===== config.mk =====
export PLATFORM = sky130hd
export DESIGN_NAME = freq_sel_ctrl
export DESIGN_NICKNAME = d
export VERILOG_FILES = /design/src/rtl/fsel_pkg.sv /design/src/rtl/fsel_ctrl.sv /design/src/rtl/fsel_datapath.sv /design/src/rtl/freq_sel_ctrl.sv
export SDC_FILE = /design/constraint.sdc
export NUM_CORES = 1
export LEC_CHECK = 0
export BUFFER_PORTS_ARGS = -buffer_cell sky130_fd_sc_hd__buf_2
export CAP_MARGIN = 5
export CORE_ASPECT_RATIO = 1.5
export CORE_MARGIN = 3
export CORE_UTILIZATION = 35
export CTS_CLUSTER_SIZE = 25
export DETAILED_ROUTE_END_ITERATION = 16
export GPL_ROUTABILITY_DRIVEN = 0
export PLACE_DENSITY = 0.72
export SLEW_MARGIN = 20
export SYNTH_ARGS = -nofsm -noshare
export SYNTH_HDL_FRONTEND = slang
export SYNTH_SLANG_ARGS = --single-unit

===== constraint.sdc =====
create_clock -name clk -period 2.9 [get_ports clk]
set_input_delay 0 -clock clk [delete_from_list [all_inputs] [get_ports clk]]
set_output_delay 0 -clock clk [all_outputs]
set_load 0.005 [all_outputs]

===== src/rtl/fsel_pkg.sv =====
package fsel_pkg;
  localparam int IDX_W   = 6;
  localparam int HW_W    = 5;
  localparam int N_W     = 9;
  localparam int M_W     = 5;
  localparam int DIV_W   = 2;
  localparam int STRAP_W = HW_W + 1;

  typedef struct packed {
    logic             useMn;
    logic [IDX_W-1:0] idx;
    logic [N_W-1:0]   n;
    logic [M_W-1:0]   m;
    logic [DIV_W-1:0] div;
  } cfg_t;

  typedef struct packed {
    logic sampleNow;
    logic running;
    logic loadCfg;
  } ctl_t;

  typedef struct packed {
    logic candValid;
    logic candDiff;
  } dpStat_t;

  typedef enum logic [0:0] {ST_SAMPLE = 1'b0, ST_RUN = 1'b1} phase_e;
endpackage


===== src/rtl/fsel_ctrl.sv =====
module fsel_ctrl
  import fsel_pkg::*;
(
  input  logic    clk,
  input  logic    rstN,
  input  dpStat_t stat,
  output ctl_t    ctl
);
  phase_e phase;
  logic   firstDone;

  always_comb begin
    ctl.sampleNow = (phase == ST_SAMPLE);
    ctl.running   = (phase == ST_RUN);
    ctl.loadCfg   = ctl.running && stat.candValid && (stat.candDiff || !firstDone);
  end

  always_ff @(posedge clk or negedge rstN) begin
    if (!rstN) begin
      phase     <= ST_SAMPLE;
      firstDone <= 1'b0;
    end else begin
      if (ctl.sampleNow) phase <= ST_RUN;
      if (ctl.loadCfg) firstDone <= 1'b1;
    end
  end
endmodule


===== src/rtl/fsel_datapath.sv =====
module fsel_datapath
  import fsel_pkg::*;
#(
  parameter int NUM_OUT = 16
) (
  input  logic               clk,
  input  logic               rstN,
  input  ctl_t               ctl,
  input  logic [STRAP_W-1:0] strapIn,
  input  logic               swSelEn,
  input  logic [IDX_W-1:0]   swIndex,
  input  logic               mnMode,
  input  logic [N_W-1:0]     nVal,
  input  logic [M_W-1:0]     mVal,
  input  logic [DIV_W-1:0]   divCode,
  input  logic               tristateAll,
  input  logic [NUM_OUT-1:0] outEnable,
  input  logic               pwrDownN,
  output dpStat_t            stat,
  output cfg_t               cfg,
  output logic               changeStb,
  output logic               strapOe,
  output logic [STRAP_W-1:0] strapStatusN,
  output logic               fastSel,
  output logic [NUM_OUT-1:0] outRun,
  output logic               outHiZ
);
  logic [STRAP_W-1:0] strapLatch;
  logic [IDX_W-1:0]   hwIdx;
  cfg_t               cand;
  logic               gateOpen;

  // Strap capture: a single load, then frozen.
  always_ff @(posedge clk or negedge rstN) begin
    if (!rstN) begin
      strapLatch <= '0;
      strapOe    <= 1'b0;
    end else if (ctl.sampleNow) begin
      strapLatch <= strapIn;
      strapOe    <= 1'b1;
    end
  end

  assign strapStatusN = ~strapLatch;
  assign fastSel      = strapLatch[STRAP_W-1];

  generate
    if (IDX_W > HW_W) begin : gWiden
      assign hwIdx = {{(IDX_W-HW_W){1'b0}}, strapLatch[HW_W-1:0]};
    end else begin : gTrunc
      assign hwIdx = strapLatch[IDX_W-1:0];
    end
  endgenerate

  // Candidate resolution, normalised so unselected fields read as zero.
  always_comb begin
    cand     = '0;
    cand.div = divCode;
    if (mnMode) begin
      cand.useMn = 1'b1;
      cand.n     = nVal;
      cand.m     = mVal;
    end else begin
      cand.idx = swSelEn ? swIndex : hwIdx;
    end
    stat.candValid = !(mnMode && (mVal == '0));
    stat.candDiff  = (cand != cfg);
  end

  always_ff @(posedge clk or negedge rstN) begin
    if (!rstN) begin
      cfg       <= '0;
      changeStb <= 1'b0;
    end else begin
      changeStb <= ctl.loadCfg;
      if (ctl.loadCfg) cfg <= cand;
    end
  end

  // Output gating.
  assign gateOpen = ctl.running && pwrDownN && !tristateAll;

  always_ff @(posedge clk or negedge rstN) begin
    if (!rstN) outHiZ <= 1'b0;
    else       outHiZ <= ctl.running && tristateAll;
  end

  generate
    for (genvar g = 0; g < NUM_OUT; g++) begin : gRun
      always_ff @(posedge clk or negedge rstN) begin
        if (!rstN) outRun[g] <= 1'b0;
        else       outRun[g] <= gateOpen && outEnable[g];
      end
    end
  endgenerate
endmodule


===== src/rtl/freq_sel_ctrl.sv =====
module freq_sel_ctrl
  import fsel_pkg::*;
#(
  parameter int NUM_OUT = 16
) (
  input  logic               clk,
  input  logic               rstN,
  input  logic [5:0]         strapIn,
  input  logic               swSelEn,
  input  logic [5:0]         swIndex,
  input  logic               mnMode,
  input  logic [8:0]         nVal,
  input  logic [4:0]         mVal,
  input  logic [1:0]         divCode,
  input  logic               tristateAll,
  input  logic [NUM_OUT-1:0] outEnable,
  input  logic               pwrDownN,
  output logic               strapOe,
  output logic [5:0]         strapStatusN,
  output logic               fastSel,
  output logic               useMn,
  output logic [5:0]         tableIdx,
  output logic [8:0]         nOut,
  output logic [4:0]         mOut,
  output logic [1:0]         divOut,
  output logic               changeStb,
  output logic [NUM_OUT-1:0] outRun,
  output logic               outHiZ
);
  ctl_t    ctl;
  dpStat_t stat;
  cfg_t    cfg;

  fsel_ctrl u_ctrl (
    .clk  (clk),
    .rstN (rstN),
    .stat (stat),
    .ctl  (ctl)
  );

  fsel_datapath #(.NUM_OUT(NUM_OUT)) u_dp (
    .clk          (clk),
    .rstN         (rstN),
    .ctl          (ctl),
    .strapIn      (strapIn),
    .swSelEn      (swSelEn),
    .swIndex      (swIndex),
    .mnMode       (mnMode),
    .nVal         (nVal),
    .mVal         (mVal),
    .divCode      (divCode),
    .tristateAll  (tristateAll),
    .outEnable    (outEnable),
    .pwrDownN     (pwrDownN),
    .stat         (stat),
    .cfg          (cfg),
    .changeStb    (changeStb),
    .strapOe      (strapOe),
    .strapStatusN (strapStatusN),
    .fastSel      (fastSel),
    .outRun       (outRun),
    .outHiZ       (outHiZ)
  );

  assign useMn    = cfg.useMn;
  assign tableIdx = cfg.idx;
  assign nOut     = cfg.n;
  assign mOut     = cfg.m;
  assign divOut   = cfg.div;
endmodule


==> summary by stage <==
Run status
The flow ran to the end, and the final reports show no timing, DRC or antenna violations.

Drt
The total number of vias is 2056. In this run the remaining antenna-violating nets after routing total 0. The total iterations of the first detailed-routing run is 4.

The detailed router finished its first iteration with 73 violations. The final routed DRC violation total is 0. The final layout contains routed wiring with a total length of 6180 um. After detailed routing, the average wire length per cell comes to 14.3 um. In the routed layout, each cell is associated on average with a via count of 4.77.

Power and ir drop
The worst-case IR drop observed on VDD is 0.391 mV. For this design the ratio of total power to cell area is 448 nW/um2. Summed over all cells, the static leakage comes to 1.78 nW. The design draws 1.55 mW.

Final layout
The number of diodes is 0. The number of fillers in the final layout is 599. The count of cells in the finished layout, fillers not included, comes to 431. At the end of the flow, the number of nets in the layout was 404. Compared with the post-synthesis result, the final layout area differs by 45.3%.

Cells with a size suffix above 1 make up 36.3% of the layout. Summing all non-filler instances in the final layout gives an area of 3450 um2. Cells fill 52.9% of the core in the end.

Critical path
The largest fanout of any net on the critical path is 23. The launching point of the worst reg2reg path is u_dp.cfg[12]. Measured in cells, the most critical reg-to-reg path has a length of 6. At the worst endpoint, the required time is 3.10 ns.

The worst setup path is launched from a flop. The critical path is of the reg2reg type. The critical path capture point type is a flop. The critical path endpoint is u_dp.cfg[0]. The setup check on the worst reg-to-reg path leaves a slack of 0.29 ns. The launching element of the worst setup path is u_dp.cfg[12]. The arrival time at the worst endpoint is 2.81 ns. The endpoint identified for the worst register-to-register timing path is u_dp.cfg[0].

CTS
The largest buffer count on any clock path is 2. Hold repair after CTS inserted 41 buffers. The cell sitting at the root of the clock tree is a clkbuf_8.

The number of setup buffers added after CTS is 0. The clock tree synthesis step divided the H-tree into 2 levels. The clock tree from TritonCTS is yes. The clock-pin slew on the worst setup and hold paths is 0.10 ns. Once the clock tree was built, the resizer swapped 0 gates to a different size. At the later pin of the worst-skew pair, clock insertion delay measures 0.31 ns. CTS saw 50 sinks. The CTS buffer count is 5.

Logic synthesis
The number of warnings printed during yosys synthesis is 0. After synthesis, the cell types taking the most area are dfrtp_1 (53%), mux2i_1 (8.0%), and2_1 (4.5%). The gate count of the mapped netlist is 214. The synthesized netlist contains 40 unique library cells. Among all flip-flop cells after synthesis, the most frequent one is dfrtp_1. The dominant cell type by area after synthesis is dfrtp_1. The average footprint of a synthesized cell is 11.1 um2. The summed instance area of the synthesized netlist is 2380 um2.

Of all flip-flops after synthesis, the portion carrying an async set or reset was 100%. The synthesized netlist net count is 264. After synthesis, flip-flops and latches occupy 52.6% of the total area.

The fraction of synthesized cell area taken by the top area cell type is 52.6%. The number of enable-type register cells in the synthesized netlist is 0. The synthesized design contains 50 register bits.

Timing
The final setup violation count is 0. The final period demand of the worst path is 2.61 ns. The count of pins over their slew limit is 0. The number of hold violations in the final report came to 0.

Setup repair after global routing left no endpoint under its margin. The worst setup skew after layout is 0.00684 ns. The fmax is 383 MHz. Across all setup checks in the final design, the least slack found is 0.292 ns. Headroom to the max-slew limit came out at 33.8%. The final worst hold slack is 0.0605 ns. For the final routed database, the setup TNS stands at 0 ns.

The actual slew at the worst max-slew pin is 0.991 ns. The final cycle utilization of the critical path is 89.9%.

Die
The total area inside the core boundary comes to 6530 um2. The number of rows created at floorplan is 36. Pin placement for this block handled 99 I/O pins. In this run the vertical extent of the chip is 107 um. The initial utilization of the core area, before any placement, comes to 36.4%. Measured along the x axis, the die boundary spans 73.3 um. The die covers 7840 um2.

GRT
The initial antenna violation count is 0. The total global routing track utilization is 16.6%. Entering global routing, the biggest net connects 51 pins. Global routing finished with a remaining overflow of 0.

The first-pass GRT wire length is 10100 um. The number of global-route vias before repair is 2109.

Hold path
The type of the tightest min-delay check is in2reg.

Run
The tool flagged a number of max-cap violations equal to 0.

Placed design
The total of buffers placed on input and output ports is 98. The placement-stage cell area is 2950 um2. The HPWL after detailed placement is 4310 um.

The cell count after placement is 382. Prior to clock tree synthesis, the placed netlist has a worst setup slack of 0.301 ns.
==> routing by layer <==
layer  vias to the layer above  wire [um]  GRT usage, %
li1                       1003          -             -
met1                       973       2320          18.1
met2                        75       3400          31.2
met3                         5        422          4.60
met4                         0         47          3.50
met5                         -          0             0
==> cell usage in the layout, fill, tap and decap left out, drive strengths merged, types with 3 or more instances in the layout <==
cell type	instances
clkbuf	5
xor2	3
o21ai	6
nor2	7
mux2	14
buf	102
or3	4
mux2i	19
inv	23
dfrtp	50
nand2	17
nand2b	9
and2	17
xnor2	5
dlygate4sd3	41
==> flip-flops by register name, summed over array words and instances, names as in the netlist <==
name,count
u_dp.outRun,16
u_ctrl.phase,1
u_dp.changeStb,1
u_dp.cfg,23
u_ctrl.firstDone,1
u_dp.outHiZ,1
u_dp.strapLatch,6
u_dp.strapOe,1
==> worst max-delay path, cell delays in order, from the launching register on <==
cell and delay, ns:
dfrtp_1 0.43, xor2_1 0.15, or4_1 0.48, a2111o_1 0.39, nor4_2 0.34, a21oi_4 0.32
mux2_4 0.39
==> layout make-up <==
| class | instances | area, um2 | share of cell area (%) |
|---|---|---|---|
| Clock inverter | 3 | 26.3 | 0.761 |
| Inverter | 20 | 75.1 | 2.17 |
| Sequential cell | 50 | 1250 | 36.2 |
| Tap cell | 76 | 95.1 | 2.75 |
| Multi-Input combinational cell | 134 | 1000 | 29.1 |
| Clock buffer | 5 | 68.8 | 1.99 |
| Timing Repair Buffer | 143 | 933 | 27.0 |
==> synth_stat cells (all sizes together) (3+ instances only) <==
master / number
nand2: 17
xor2: 3
or3: 4
nor2: 7
o21ai: 6
dfrtp: 50
clkbuf: 5
buf: 5
mux2: 14
nand2b: 9
and2: 17
inv: 20
xnor2: 5
mux2i: 19
==> logic make-up (layout without fill, tap and decap cells) <==
| logic type | Yosys count | count (layout) | synth area share, % |
|---|---|---|---|
| buf+inv | 30 | 171 | 5.58 |
| other cells | 1 | 1 | 0.158 |
| mux | 33 | 33 | 15.4 |
| compound gates | 23 | 23 | 6.90 |
| xor+xnor | 8 | 8 | 2.95 |
| flops | 50 | 50 | 52.6 |
| simple gates | 69 | 69 | 16.4 |
==> where the power goes <==
part	switching, mW	internal (mW)	leakage, nW	total (mW)
Combinational	0.144	0.178	1.09	0.323
Sequential	0.0401	0.745	0.636	0.785
Clock	0.261	0.180	0.0495	0.440
Total	0.445	1.10	1.78	1.55
==> worst min-delay path by stage <==
stage                        startpoint          endpoint  slack, ns  cells past startpoint
after detailed placement  outEnable[15]   u_dp.outRun[15]       0.21                      2
after global routing            swSelEn      u_dp.cfg[21]       0.08                      3
after floorplan                    rstN  u_ctrl.firstDone      -0.30                      0
after global placement    outEnable[15]   u_dp.outRun[15]       0.21                      2
after CTS                       swSelEn      u_dp.cfg[21]       0.07                      3
final                           swSelEn      u_dp.cfg[21]       0.06                      3
No activity file was read; power rests on OpenSTA's default activity.
